<file path="config.mk">
export PLATFORM = sky130hd
export DESIGN_NAME = extint_sense_ctrl
export DESIGN_NICKNAME = d
export VERILOG_FILES = /design/src/rtl/extint_pkg.sv /design/src/rtl/extint_sync.sv /design/src/rtl/extint_line.sv /design/src/rtl/extint_regs.sv /design/src/rtl/extint_sense_ctrl.sv
export SDC_FILE = /design/constraint.sdc
export NUM_CORES = 1
export LEC_CHECK = 0
export ABC_AREA = 1
export CORE_ASPECT_RATIO = 0.9
export CORE_MARGIN = 3
export CORE_UTILIZATION = 50
export CTS_BUF_LIST = sky130_fd_sc_hd__clkbuf_8
export DETAILED_ROUTE_END_ITERATION = 10
export GPL_ROUTABILITY_DRIVEN = 0
export GPL_TIMING_DRIVEN = 0
export PLACE_DENSITY = 0.88
export SETUP_SLACK_MARGIN = 0.4
export SKIP_LAST_GASP = 1
export SLEW_MARGIN = 20
export SYNTH_ARGS = -nofsm -noshare
export SYNTH_HDL_FRONTEND = slang
export SYNTH_SLANG_ARGS = --single-unit
</file>
<file path="constraint.sdc">
create_clock -name clk -period 3.9 [get_ports clk]
set_input_delay 1.17 -clock clk [delete_from_list [all_inputs] [get_ports clk]]
set_output_delay 1.17 -clock clk [all_outputs]
set_load 0.01 [all_outputs]
</file>
<file path="src/rtl/extint_pkg.sv">
// Package: shared types and register offsets of the external interrupt
// sense controller. Assumes byte addressing on a 32-bit register bus.
package extint_pkg;

    // Per-line detection mode; the numeric codes are software visible.
    typedef enum logic [1:0] {
        SENSE_LOW  = 2'd0,
        SENSE_FALL = 2'd1,
        SENSE_RISE = 2'd2,
        SENSE_BOTH = 2'd3
    } sense_e;

    localparam logic [31:0] OFS_STATUS = 32'h0000_0010;
    localparam logic [31:0] OFS_SENSE  = 32'h0000_0014;
    localparam logic [31:0] OFS_MASK   = 32'h0001_0010;

endpackage

</file>
<file path="src/rtl/extint_sync.sv">
// Module: two-stage synchroniser for a vector of asynchronous pins.
// Assumes the pins idle high; both stages reset to 1 so that a line in
// low-level mode shows no status directly after reset.
module extint_sync #(
    parameter int LINES = 8
) (
    input  logic             clk,
    input  logic             rst_n,
    input  logic [LINES-1:0] pin_i,
    output logic [LINES-1:0] sync_o
);

    logic [LINES-1:0] meta_q;
    logic [LINES-1:0] stable_q;

    // Purpose: shift the pins through two flops to settle metastability.
    always_ff @(posedge clk) begin
        if (!rst_n) begin
            meta_q   <= '1;
            stable_q <= '1;
        end else begin
            meta_q   <= pin_i;
            stable_q <= meta_q;
        end
    end

    assign sync_o = stable_q;

endmodule

</file>
<file path="src/rtl/extint_line.sv">
// Module: event detection and sticky status for one interrupt line.
// Assumes sync_i is already synchronised to clk. In edge modes a detected
// edge has priority over a software clear; in low-level mode the status
// follows the inverted pin and clears are ignored.
module extint_line
    import extint_pkg::*;
(
    input  logic   clk,
    input  logic   rst_n,
    input  sense_e sense_i,
    input  logic   sync_i,
    input  logic   clr_i,
    output logic   st_o
);

    logic prev_q;
    logic st_q;
    logic rise;
    logic fall;
    logic hit;

    // Purpose: find transitions and pick those the sense code accepts.
    always_comb begin
        rise = sync_i & ~prev_q;
        fall = ~sync_i & prev_q;
        unique case (sense_i)
            SENSE_FALL: hit = fall;
            SENSE_RISE: hit = rise;
            SENSE_BOTH: hit = rise | fall;
            default:    hit = 1'b0;
        endcase
    end

    // Purpose: remember the last pin value and update the status bit.
    always_ff @(posedge clk) begin
        if (!rst_n) begin
            prev_q <= 1'b1;
            st_q   <= 1'b0;
        end else begin
            prev_q <= sync_i;
            if (sense_i == SENSE_LOW) begin
                st_q <= ~sync_i;
            end else if (hit) begin
                st_q <= 1'b1;
            end else if (clr_i) begin
                st_q <= 1'b0;
            end
        end
    end

    assign st_o = st_q;

    // level mode status mirrors the inverted pin one cycle later
    a_r5_level_tracks: assert property (@(posedge clk) disable iff (!rst_n)
        (sense_i == SENSE_LOW) |=> (st_o == !$past(sync_i)));

    // an edge in the same cycle as a clear keeps the bit set
    a_r7_edge_beats_clear: assert property (@(posedge clk) disable iff (!rst_n)
        (sense_i != SENSE_LOW && hit && clr_i) |=> st_o);

    // a clear with no competing edge drops the bit
    a_r6_clear_drops: assert property (@(posedge clk) disable iff (!rst_n)
        (sense_i != SENSE_LOW && clr_i && !hit) |=> !st_o);

    // edge-mode status holds when nothing acts on it
    a_r6_status_holds: assert property (@(posedge clk) disable iff (!rst_n)
        (sense_i != SENSE_LOW && !clr_i && !hit) |=> $stable(st_o));

endmodule

</file>
<file path="src/rtl/extint_regs.sv">
// Module: register bank holding sense codes and mask bits, producing
// per-line clear strobes from status writes, and the read multiplexer.
// Assumes full address decode; unmapped addresses read zero.
module extint_regs
    import extint_pkg::*;
#(
    parameter int LINES  = 8,
    parameter int ADDR_W = 17,
    parameter int DATA_W = 32
) (
    input  logic                 clk,
    input  logic                 rst_n,
    input  logic [ADDR_W-1:0]    bus_addr_i,
    input  logic                 bus_we_i,
    input  logic [DATA_W-1:0]    bus_wdata_i,
    input  logic [LINES-1:0]     status_i,
    output logic [DATA_W-1:0]    bus_rdata_o,
    output logic [2*LINES-1:0]   sense_o,
    output logic [LINES-1:0]     mask_o,
    output logic [LINES-1:0]     clr_o
);

    localparam int SENSE_W = 2 * LINES;

    logic [SENSE_W-1:0] sense_q;
    logic [LINES-1:0]   mask_q;
    logic               sel_status;
    logic               sel_sense;
    logic               sel_mask;
    logic               unused_wdata;

    assign sel_status   = (bus_addr_i == ADDR_W'(OFS_STATUS));
    assign sel_sense    = (bus_addr_i == ADDR_W'(OFS_SENSE));
    assign sel_mask     = (bus_addr_i == ADDR_W'(OFS_MASK));
    assign unused_wdata = ^bus_wdata_i[DATA_W-1:SENSE_W];

    // Purpose: store sense codes and mask bits on bus writes.
    always_ff @(posedge clk) begin
        if (!rst_n) begin
            sense_q <= '0;
            mask_q  <= '0;
        end else if (bus_we_i) begin
            if (sel_sense) sense_q <= bus_wdata_i[SENSE_W-1:0];
            if (sel_mask)  mask_q  <= bus_wdata_i[LINES-1:0];
        end
    end

    // Purpose: a status write clears every line whose data bit is zero.
    always_comb begin
        clr_o = '0;
        if (bus_we_i && sel_status) clr_o = ~bus_wdata_i[LINES-1:0];
    end

    // Purpose: return the addressed register, zero extended.
    always_comb begin
        bus_rdata_o = '0;
        if (sel_status)     bus_rdata_o[LINES-1:0]   = status_i;
        else if (sel_sense) bus_rdata_o[SENSE_W-1:0] = sense_q;
        else if (sel_mask)  bus_rdata_o[LINES-1:0]   = mask_q;
    end

    assign sense_o = sense_q;
    assign mask_o  = mask_q;

    // a sense write is visible on the next cycle
    a_r1_sense_lands: assert property (@(posedge clk) disable iff (!rst_n)
        (bus_we_i && sel_sense) |=> (sense_o == $past(bus_wdata_i[SENSE_W-1:0])));

    // a mask write is visible on the next cycle
    a_r8_mask_lands: assert property (@(posedge clk) disable iff (!rst_n)
        (bus_we_i && sel_mask) |=> (mask_o == $past(bus_wdata_i[LINES-1:0])));

    // bits above the line fields of status reads are zero
    a_r11_status_upper_zero: assert property (@(posedge clk) disable iff (!rst_n)
        sel_status |-> (bus_rdata_o[DATA_W-1:LINES] == '0));

endmodule

</file>
<file path="src/rtl/extint_sense_ctrl.sv">
// Module: top of the external interrupt sense controller. Synchronises
// the pins, runs one detector per line and gates status with the mask
// to form level-high requests. Assumes a single clock domain for the bus.
module extint_sense_ctrl
    import extint_pkg::*;
#(
    parameter int LINES  = 8,
    parameter int ADDR_W = 17,
    parameter int DATA_W = 32
) (
    input  logic              clk,
    input  logic              rst_n,
    input  logic [LINES-1:0]  ext_irq_i,
    input  logic [ADDR_W-1:0] bus_addr_i,
    input  logic              bus_we_i,
    input  logic [DATA_W-1:0] bus_wdata_i,
    output logic [DATA_W-1:0] bus_rdata_o,
    output logic [LINES-1:0]  irq_req_o
);

    logic [LINES-1:0]   sync;
    logic [LINES-1:0]   status;
    logic [LINES-1:0]   mask;
    logic [LINES-1:0]   clr;
    logic [2*LINES-1:0] sense;

    extint_sync #(.LINES(LINES)) u_sync (
        .clk    (clk),
        .rst_n  (rst_n),
        .pin_i  (ext_irq_i),
        .sync_o (sync)
    );

    extint_regs #(.LINES(LINES), .ADDR_W(ADDR_W), .DATA_W(DATA_W)) u_regs (
        .clk         (clk),
        .rst_n       (rst_n),
        .bus_addr_i  (bus_addr_i),
        .bus_we_i    (bus_we_i),
        .bus_wdata_i (bus_wdata_i),
        .status_i    (status),
        .bus_rdata_o (bus_rdata_o),
        .sense_o     (sense),
        .mask_o      (mask),
        .clr_o       (clr)
    );

    for (genvar n = 0; n < LINES; n++) begin : g_line
        extint_line u_line (
            .clk     (clk),
            .rst_n   (rst_n),
            .sense_i (sense_e'(sense[2*n +: 2])),
            .sync_i  (sync[n]),
            .clr_i   (clr[n]),
            .st_o    (status[n])
        );
    end

    // Purpose: a request is raised for every pending, unmasked line.
    assign irq_req_o = status & ~mask;

endmodule

</file>
## Word level (Yosys, flattened, before mapping)

Index checks and enable logic that the tools add are counted.

- Reduce and logical (&&, ||, !) cells: 19
- Mux-type cells: 38
- Shift-type cells: 0
- Bitwise gates (word level): 43
- Divide/modulo/power cells: 0
- Order comparisons: 0
- Equal/unequal tests: 27
- Add/subtract/negate cells: 0
- Multiply operators: 0

Operators by type and width:

| operator | number |
|---|---|
| $mux 8 | 6 |
| $eq 17x5->1 const B | 2 |
| $eq 2x2->1 const B | 16 |
| $mux 1 | 24 |
| $pmux 1 s3 | 8 |
| $reduce_bool 3->1 | 8 |
| $eq 17x17->1 const B | 1 |
| $and 1x1->1 | 16 |
| $eq 2x1->1 const B | 8 |
| $logic_not 2->1 | 8 |
| $not 1->1 | 16 |
| $not 8->8 | 2 |
| $and 8x8->8 | 1 |
| $or 1x1->1 | 8 |
| $reduce_and 2->1 | 2 |
| $logic_and 1x1->1 | 1 |

- Input port bits: 60
- Output and inout port bits: 40
- Memories: 0
- Latch bits: 0
- Memory bits (read-only): 0
- Bits in registers: 56
- RAM bits: 0
- Logic and storage cells: 147

## Longest topological paths before layout

Gate-level depths: netlist of run 1.

- Depth in word-level cells: 6
- Gate-level depth with buffers: 10
- Mapped depth without buffers: 9

## Cells and area by module

Synthesis of run 1 repeated with hierarchy kept, for this count alone.

- Cells, all modules: 474
- Area total of the unflattened synthesis: 3,211.8 µm²

By module, submodules not included:

| module | area each (µm²) | times used | cells each | seq. area each (µm²) |
|---|---|---|---|---|
| extint_regs | 1,561.5 | 1 | 248 | 480.5 |
| extint_line | 136.4 | 8 | 20 | 40.0 |
| extint_sync | 479.2 | 1 | 50 | 320.3 |
| extint_sense_ctrl | 80.1 | 1 | 16 | 0.0 |

## Worst setup path before layout of run 1

Ideal clock, no wire load.

- Path type: input -> output
- Start: in bus_addr_i[1]
- End: out bus_rdata_o[0]
- Arrival: 2.050 ns
- Setup slack: 0.680 ns
- Path buffers: 0
- Stages: 7
- Required time: 2.730 ns
- Path through: nor2_2 nand4_1 nor2_2 nand2_4 inv_1 nand2_1 a22oi_1

- Word-level cells in the longest chain between the ends: 4
- Elaborated cells on any way between the ends: 6
- Classes of those cells: eq/ne: 3; mux: 3

RTL lines:

| element | RTL line | source |
|---|---|---|
| start: declaration | extint_sense_ctrl.sv:14 | `input logic [ADDR_W-1:0] bus_addr_i,` |
| $eq 17x17->1 | extint_regs.sv:34 | `assign sel_mask = (bus_addr_i == ADDR_W'(OFS_MASK));` |
| $mux 8 | extint_regs.sv:59 | `else if (sel_mask) bus_rdata_o[LINES-1:0] = mask_q;` |
| $mux 8 | extint_regs.sv:58 | `else if (sel_sense) bus_rdata_o[SENSE_W-1:0] = sense_q;` |
| $mux 8 (*) | extint_regs.sv:57 | `if (sel_status) bus_rdata_o[LINES-1:0] = status_i;` |
| end: declaration | extint_sense_ctrl.sv:17 | `output logic [DATA_W-1:0] bus_rdata_o,` |

Every way passes the cells marked *; elsewhere a longest branch is shown, timed or not.

## Worst setup path after layout of run 1

- Start: in bus_addr_i[5]
- End: out bus_rdata_o[0]

The elaborated chain is that of the path after synthesis.

==> results.cfg, run 1 <==
[run_status]
status = finished clean

[pwr]
p_leak_uw = 0.002072
peakVddDrop_mv = 0.2228
pwr_density_cell_mw_per_mm2 = 261.1

[floorplan]
dieArea_mm2 = 0.006547
row_count = 25
die_h_um = 77.06
die_w_um = 84.96
core_area_mm2 = 0.005349
ios = 100
start_util = 0.5244

[clock_tree]
cts_buffers = 5
clkTransAtPathRegs_ps = 100
cts_tree = done
cts.sinks = 56
hold_buffers = 0
cts.path.max_buffers = 2
insertion_delay_ps = 330
clockRootBuffer = clkbuf_8
cts_max_level = 2

[grt]
antenna_found_initial = 0
grt_first_pass_wirelength_mm = 12.89
grt_max_degree = 18
grt_pass1_vias = 2801
track_usage = 0.2460
overflow = 0

[worst_setup_path]
r2r_start = g_line[1].u_line.prev_q
crit_path_start_kind = input pin
cp_cell_sequence = buf_2 -> nor2_2 -> nand2_2 -> nor2_4 -> nand2_2 -> nor2_4 -> buf_6 -> buf_6 -> a22oi_2 -> buf_2
startpoint = bus_addr_i[5]
cpPeakStageDelay_ps = 170
path_class = input pin to output pin
crit_slowest_cell = buf_6
crit_path_end_kind = output pin
arrival_ps = 2400
cp.required_ps = 2730
path_max_fanout = 6

[synth]
synth_cells = 384
synth_cell_type_count = 25
synth_area_leaders = dfxtp_1 40%, inv_1 9.8%, ha_1 7.1%
synth_top_area_cell = dfxtp_1
yosys_warnings = 0
synth.cell_area_mm2 = 0.002805
synth-seq-cells = 56
synth-seq-area-share = 0.3996
synth.top_cell.area_share = 0.3996
avgSynthCellArea_um2 = 7.305

[min_path]
min-delay-start = u_sync.meta_q[2]
hold_path.class = register to register

[detailed_routing]
routed_via_density = 5.107
drc = 0
wl_per_cell_um = 14.47
drt_iter0_markers = 165
drt-total-wl_mm = 8.217
first_pass_iters = 5
num_vias = 2901
detail-route-antenna-nets = 0

[placement]
hpwl_mm = 5.149
placedInstanceArea_mm2 = 0.003606
portBuffers = 66
dp_worst_setup_slack_ps = -560.4

[flow_run]
cap_violations = 0

[sta]
slew_violations = 0
slew_headroom = 0.6544
fin_crit_sh = 0.9158
hold_violations = 0
grt_setup_unrepaired = true
fin_worst_skew_ps = 11.16
fin_tns_setup_ps = 0
fin_crit_ps = 3572
setup_slack_ps = 328.4
hold_ws_ps = 410.2
worst_pin_slew_ps = 518.4
fmax_ghz = 0.2800
setup_violations = 0

[final_layout]
layout-drive-gt1-share = 0.2555
antenna_cells = 0
final_nets = 576
area_growth_pct = 43.76
finalInstanceArea_mm2 = 0.004033
==> metrics by stage <==
step,utilization,instances,total power (uW)
after floorplan,-,399,655.5
after global placement,0.6742,532,714.8
after global routing,0.7539,568,1101
after CTS,0.7247,564,1049
after detailed placement,0.6742,532,718.9
final,0.7539,568,1053
==> routing by layer <==
layer | track usage | part of all wire | vias to the layer above
li1 | - | - | 1409
met1 | 0.2861 | 0.39 | 1345
met2 | 0.4231 | 0.50 | 135
met3 | 0.06552 | 0.093 | 12
met4 | 0.1028 | 0.015 | 0
met5 | 0 | 0 | -
==> area by class of cell <==
| type | instances | area, um2 |
|---|---|---|
| Sequential cell | 56 | 1121 |
| Inverter | 75 | 287.8 |
| Buffer | 28 | 197.7 |
| Multi-Input combinational cell | 241 | 1449 |
| Tap cell | 67 | 83.83 |
| Clock inverter | 2 | 15.01 |
| Clock buffer | 6 | 82.58 |
| Fill cell | 374 | 1316 |
| Timing Repair Buffer | 93 | 795.8 |
==> worst max-delay path, delay by kind of cell <==
kind / cells / cell delay [ps]
buf+inv: 4 / 550
simple gates: 5 / 610
compound gates: 1 / 60
==> placed cells by master (no fill, tap or decap), types with 3 or more instances in the layout <==
cell and n:
nand2_2 6, nand3_1 8, a22oi_2 7, inv_1 69, buf_6 17, nand2_4 5
nor2_4 9, nor3_1 4, buf_4 34, nor2_1 44, buf_2 25, clkdlybuf4s50_1 33
nand2_1 42, a21oi_1 20, clkbuf_1 6, ha_1 16, inv_2 4, clkinvlp_4 3
clkbuf_8 6, o31ai_1 14, dfxtp_1 56, o21ai_0 33, conb_1 16, o21ai_1 3
==> cells by family after synthesis <==
logic type | share of synthesized area
adder cells (fa/ha/maj) | 0.07136
buffers and inverters | 0.1668
AO/OA/AOI/OAI | 0.1704
other | 0.001337
AND/OR/NAND/NOR | 0.1905
flip-flops | 0.3996
==> registers in the layout, indices dropped and copies added, names as in the netlist <==
signal / flops
u_regs.sense_o: 16
g_line.u_line.prev_q: 8
g_line.u_line.st_o: 8
u_regs.mask_o: 8
u_sync.meta_q: 8
u_sync.sync_o: 8
==> cells in the mapped netlist <==
master,count
inv_1,73
dfxtp_1,56
nor2_1,52
nand2_1,51
o21ai_0,34
a21oi_1,20
buf_4,17
ha_1,16
o31ai_1,14
a22oi_1,8
nand3_1,8
nor3_1,8
clkbuf_1,7
buf_2,2
buf_6,2
inv_2,2
nand4_1,2
nor2_2,2
o211ai_1,2
o21ai_1,2
o32ai_1,2
conb_1,1
nand2_4,1
nor2_4,1
nor2_8,1
==> where the power goes <==
part | internal (uW) | leakage, uW | switching [uW] | total [uW]
sequential | 584 | 0.000457 | 5.44 | 589
combinational | 63.3 | 0.00157 | 60.8 | 124
clock | 144 | 0.0000434 | 196 | 340
==> repair_timing <==
action,CTS,global route
pin swaps,20,21
gates cloned,2,0
resized for setup,149,31
setup endpoints to repair,16,16
setup buffers,22,4
==> worst paths after layout <==
| path | endpoint | slack (ps) | cells past startpoint |
|---|---|---|---|
| min reg2reg | u_sync.sync_o[2] | 410 | 2 |
| min | u_sync.sync_o[2] | 410 | 2 |
| max | bus_rdata_o[0] | 330 | 10 |
| max reg2reg | g_line[1].u_line.st_o | 2680 | 5 |
No activity file was read; power rests on OpenSTA's default activity.
==> inputs of run 2 (changes only) <==
Settings changed: CORE_UTILIZATION 50 to 46, PLACE_DENSITY 0.88 to 0.82.
Clock period 3.9 ns to 3.6 ns, I/O delays scaled along.
==> results.cfg, run 2 (synthesis gave the netlist of run 1 again) <==
[placement]
placedInstanceArea_mm2 = 0.003610
hpwl_mm = 5.093
portBuffers = 66

[worst_setup_path]
path_buf_inv = 4
critical-path-top-delay-family = simple AND/OR/NAND/NOR gates
cp.required_ps = 2520
crit_slowest_cell = a22oi_2
crit_path_end_kind = output pin
crit_path_start_kind = input pin
path_max_fanout = 5
cpPeakStageDelay_ps = 190
path_class = input pin to output pin
arrival_ps = 2380
cp_cell_sequence = buf_2 -> nor2_1 -> nand2_2 -> nor2_2 -> nand2_2 -> inv_2 -> buf_6 -> o21ai_0 -> a22oi_2 -> buf_2

[sta]
fmax_ghz = 0.2886
slew_headroom = 0.6366
worst_pin_slew_ps = 545.1
fin_crit_sh = 0.9624
setup_violations = 0
fin_crit_ps = 3465
fin_worst_skew_ps = 11.44
slew_violations = 0
hold_violations = 0
grt_setup_unrepaired = true

[clock_tree]
cts.sinks = 56
cts_buffers = 5
cts_max_level = 2
clockRootBuffer = clkbuf_8
cts_tree = done
hold_buffers = 0
clkTransAtPathRegs_ps = 100
insertion_delay_ps = 320
cts.path.max_buffers = 2

[grt]
overflow = 0
antenna_found_initial = 0
track_usage = 0.2197
grt_max_degree = 18
grt_first_pass_wirelength_mm = 12.00
grt_pass1_vias = 2594

[detailed_routing]
first_pass_iters = 4
detail-route-antenna-nets = 0
drt_iter0_markers = 156
drc = 0
routed_via_density = 4.893
wl_per_cell_um = 13.96
drt-total-wl_mm = 7.927
num_vias = 2779

[run_status]
status = finished clean

[floorplan]
start_util = 0.4844
ios = 100
row_count = 26
core_area_mm2 = 0.005791
die_h_um = 80.09
die_w_um = 88.32
dieArea_mm2 = 0.007073

[pwr]
pwr_density_cell_mw_per_mm2 = 284.5
p_leak_uw = 0.001987
peakVddDrop_mv = 0.2071

[final_layout]
mostFrequentLayoutCells = 70 x inv_1, 56 x dfxtp_1, 48 x nor2_1, 46 x nand2_1, 34 x o21ai_0
layout-drive-gt1-share = 0.2410
final_common_cell = inv_1
area_growth_pct = 41.84
finalInstanceArea_mm2 = 0.003979
seq_area_mm2 = 0.001121
multi_input_area_mm2 = 0.001438
antenna_cells = 0
fin_util = 0.6871
nFillCells = 475
largest_reg_flops = 16
final_nets = 573

[min_path]
hold_path.class = register to register

[flow_run]
cap_violations = 0
run 2: changes by cell type in the layout (fill, tap and decap cells not counted), sizes merged:
| cell | before | now |
|---|---|---|
| clkdlybuf4s15 | 1 | 0 |
| clkbuf | 14 | 13 |
| dlygate4sd2 | 1 | 0 |
run 2: metal layers:
layer	up-vias	global-route usage	share of wire	wire length (um)
li1	1404	-	-	-
met1	1251	0.2628	0.39	3101
met2	108	0.3834	0.50	3926
met3	16	0.05128	0.093	737
met4	0	0.07402	0.020	162
met5	-	0	0	0
run 2: area by class of cell:
type	count	share of cell area
Tap cell	70	0.02201
Buffer	28	0.04937
Clock buffer	6	0.02075
Multi-Input combinational cell	241	0.3613
Sequential cell	56	0.2818
Inverter	75	0.07170
Clock inverter	2	0.003774
Timing Repair Buffer	90	0.1893
run 2: through the flow:
step	total power (uW)	cells	TNS, ps	setup WS (ps)	hold WS [ps]
2_1_floorplan	710.1	399	0	560.3	379.5
3_3_place_gp	774.9	535	-8003	-665.7	382.4
3_5_place_dp	778.2	535	-8131	-699.9	392.6
4_1_cts	1135	564	0	210.9	416.6
5_1_grt	1181	568	0	53.91	439.4
6_report	1132	568	0	135.5	413.5
run 2: where the power goes:
part	switching, uW	leakage (uW)	total, uW	internal [uW]
logic	60.9	0.00149	126	65.5
clock network	212	0.0000434	368	156
registers	5.49	0.000457	638	632
run 2: worst paths after layout:
check	from	to	slack, ps	depth (start not counted)
max	bus_addr_i[6]	bus_rdata_o[6]	140	10
min	u_sync.meta_q[2]	u_sync.sync_o[2]	410	2
max reg2reg	g_line[6].u_line.prev_q	g_line[6].u_line.st_o	2430	5
min reg2reg	u_sync.meta_q[2]	u_sync.sync_o[2]	410	2
run 2: what timing repair did:
| action | in CTS | in global routing |
|---|---|---|
| pin swaps | 23 | 15 |
| setup endpoints to repair | 16 | 16 |
| cloned | 1 | 0 |
| gates resized for setup | 148 | 26 |
| setup buffers | 20 | 4 |
run 2: worst register-to-register path: cells and delay by family (launching register included):
kind                     cells  cell delay (ps)
AO/OA/AOI/OAI                3              390
flip-flops                   1              370
adder cells (fa/ha/maj)      1              290
buffers and inverters        1               60
==> inputs of run 3 (changes only) <==
Settings changed: ABC_AREA 1 to default, CORE_UTILIZATION 46 to 47.
==> results.cfg, run 3 <==
[run_status]
status = finished, violations left
violations = setup timing

[synth]
synth_common_cells = 56 x dfxtp_1, 51 x nand2_1, 33 x inv_1, 33 x nand2b_1, 24 x mux2i_1
yosys_warnings = 0
synth-seq-area-share = 0.3795
synth_cells = 345
synth-seq-cells = 56
synth_most_common_cell = dfxtp_1
synth-edff-count = 0
synth.top_cell.area_share = 0.3795
synth_area_leaders = dfxtp_1 38%, mux2i_1 8.1%, nand2b_1 7.0%
synth_cell_type_count = 27
synth_flop_cell = dfxtp_1
synthArstFlopShare = 0
avgSynthCellArea_um2 = 8.563
synth.cell_area_mm2 = 0.002954
synth_top_area_cell = dfxtp_1

[worst_setup_path]
arrival_ps = 3290
cp_cell_sequence = buf_6 -> or4_4 -> or4_4 -> buf_8 -> buf_4 -> a2111oi_0 -> o32a_1 -> buf_2
path_common_cell = or4_4
crit_path_start_kind = input pin
path_max_fanout = 7
crit_slowest_cell = or4_4
crit_path_end_kind = output pin
cp.required_ps = 2520
cpPeakStageDelay_ps = 520
r2r_cells = 6
path_class = input pin to output pin

[sta]
slew_violations = 0
slew_headroom = 0.5327
fin_crit_sh = 1.214
grt_setup_unrepaired = true
fin_worst_skew_ps = 2.827
fmax_ghz = 0.2288
setup_slack_ps = -771.1
setup_violations = 16
hold_ws_ps = 414.2
hold_violations = 0
fin_crit_ps = 4371
worst_pin_slew_ps = 701.0

[min_path]
hold_path.class = register to register
whs_path_depth = 1

[grt]
track_usage = 0.2222
antenna_found_initial = 0
grt_max_degree = 17
grt_pass1_vias = 2574
overflow = 0
grt_first_pass_wirelength_mm = 12.21

[floorplan]
core_area_mm2 = 0.005888
start_util = 0.5017
die_w_um = 89.57
dieArea_mm2 = 0.007274
row_count = 26
die_h_um = 81.21
ios = 100

[detailed_routing]
top_layer_used = met4
detail-route-antenna-nets = 0
num_vias = 2848
wl_per_cell_um = 15.95
drt-total-wl_mm = 8.469
wl_met3_um = 794
wl_met1_mm = 3.475
wl_met2_mm = 4.063
drc = 0
first_pass_iters = 5
drt_iter0_markers = 220
routed_via_density = 5.363

[final_layout]
antenna_cells = 0
mostFrequentLayoutCells = 56 x dfxtp_1, 49 x nand2_1, 45 x clkdlybuf4s50_1, 34 x inv_1, 33 x nand2b_1
nFillCells = 479
final_common_cell = dfxtp_1
final_nets = 522
largest_reg_flops = 16
area_growth_pct = 37.99
layout-drive-gt1-share = 0.1879
fin_util = 0.6923

[clock_tree]
clkTransAtPathRegs_ps = 90
cts.sinks = 56
cts_max_level = 2
clockRootBuffer = clkbuf_8
cts.path.max_buffers = 2
hold_buffers = 0
cts_buffers = 5
cts_tree = done
insertion_delay_ps = 320

[pwr]
p_leak_uw = 0.001706
peakVddDrop_mv = 0.2415
pwr_density_cell_mw_per_mm2 = 291.8

[flow_run]
cap_violations = 0

[placement]
portBuffers = 65
dp_worst_setup_slack_ps = -1630
hpwl_mm = 5.601
==> run 3: cell types whose count changed after synthesis, sizes merged, moves of 10 or more <==
cell,previous run,this run
a21oi,20,0
inv,75,33
mux2i,0,24
nand2b,0,33
nor2,56,9
nor4,0,19
o21ai,36,0
o31ai,14,4
==> run 3: cell families after synthesis <==
family | share of synthesized area
AO/OA/AOI/OAI | 0.08810
buffers and inverters | 0.1055
AND/OR/NAND/NOR | 0.2766
multiplexers | 0.08132
other | 0.001269
flip-flops | 0.3795
adder cells (fa/ha/maj) | 0.06777
==> run 3: where the power goes <==
group / leakage (uW) / total, uW / switching, uW / internal [uW]
Combinational: 0.00119 / 145 / 68.8 / 76.1
Clock: 0.0000593 / 406 / 203 / 204
Sequential: 0.000457 / 638 / 6.13 / 632
==> run 3: through the flow <==
| step | TNS (ps) | instances | power (uW) | area, um2 |
|---|---|---|---|---|
| after floorplan | -5393 | 360 | 718.4 | 3010 |
| after global placement | -28410 | 509 | 784.6 | 3766 |
| after detailed placement | -29200 | 509 | 788.8 | 3766 |
| after CTS | -10830 | 527 | 1186 | 3981 |
| after global routing | -9925 | 531 | 1233 | 4076 |
| final | -9477 | 531 | 1190 | 4076 |
==> run 3: repair_timing <==
action,4_1_cts,5_1_grt
endpoints found under the setup margin,40,16
setup buffers,10,4
pin swaps,10,7
resized for setup,104,20
endpoints found under the hold margin,0,0
==> run 3: layout make-up <==
class	instances	area [um2]	area share
multi-input combinational	238	1674	0.4107
tap	84	105.1	0.02578
clock inverter	3	38.79	0.009515
timing repair buffer	79	734.5	0.1802
buffer	33	210.2	0.05157
sequential	56	1121	0.2750
clock buffer	5	68.82	0.01688
inverter	33	123.9	0.03039
==> run 3: worst paths after layout <==
| check | slack (ps) | startpoint | to |
|---|---|---|---|
| hold / removal | 410 | u_sync.meta_q[2] | u_sync.sync_o[2] |
| setup reg to reg | 2130 | g_line[3].u_line.prev_q | g_line[3].u_line.st_o |
| setup / recovery | -770 | bus_addr_i[15] | bus_rdata_o[1] |
| hold reg to reg | 410 | u_sync.meta_q[2] | u_sync.sync_o[2] |
==> run 3: per-layer routing <==
layer  GRT usage  up-vias
met5           0        -
met4     0.06845        0
met3     0.04970       16
met2      0.3757      157
met1      0.2796     1329
li1            -     1346
==> run 3: worst max-delay path: cells and delay by family <==
| kind | cells | cell delay [ps] |
|---|---|---|
| AOI/OAI and AO/OA | 2 | 750 |
| buffers and inverters | 4 | 510 |
| and+or+nand+nor | 2 | 950 |
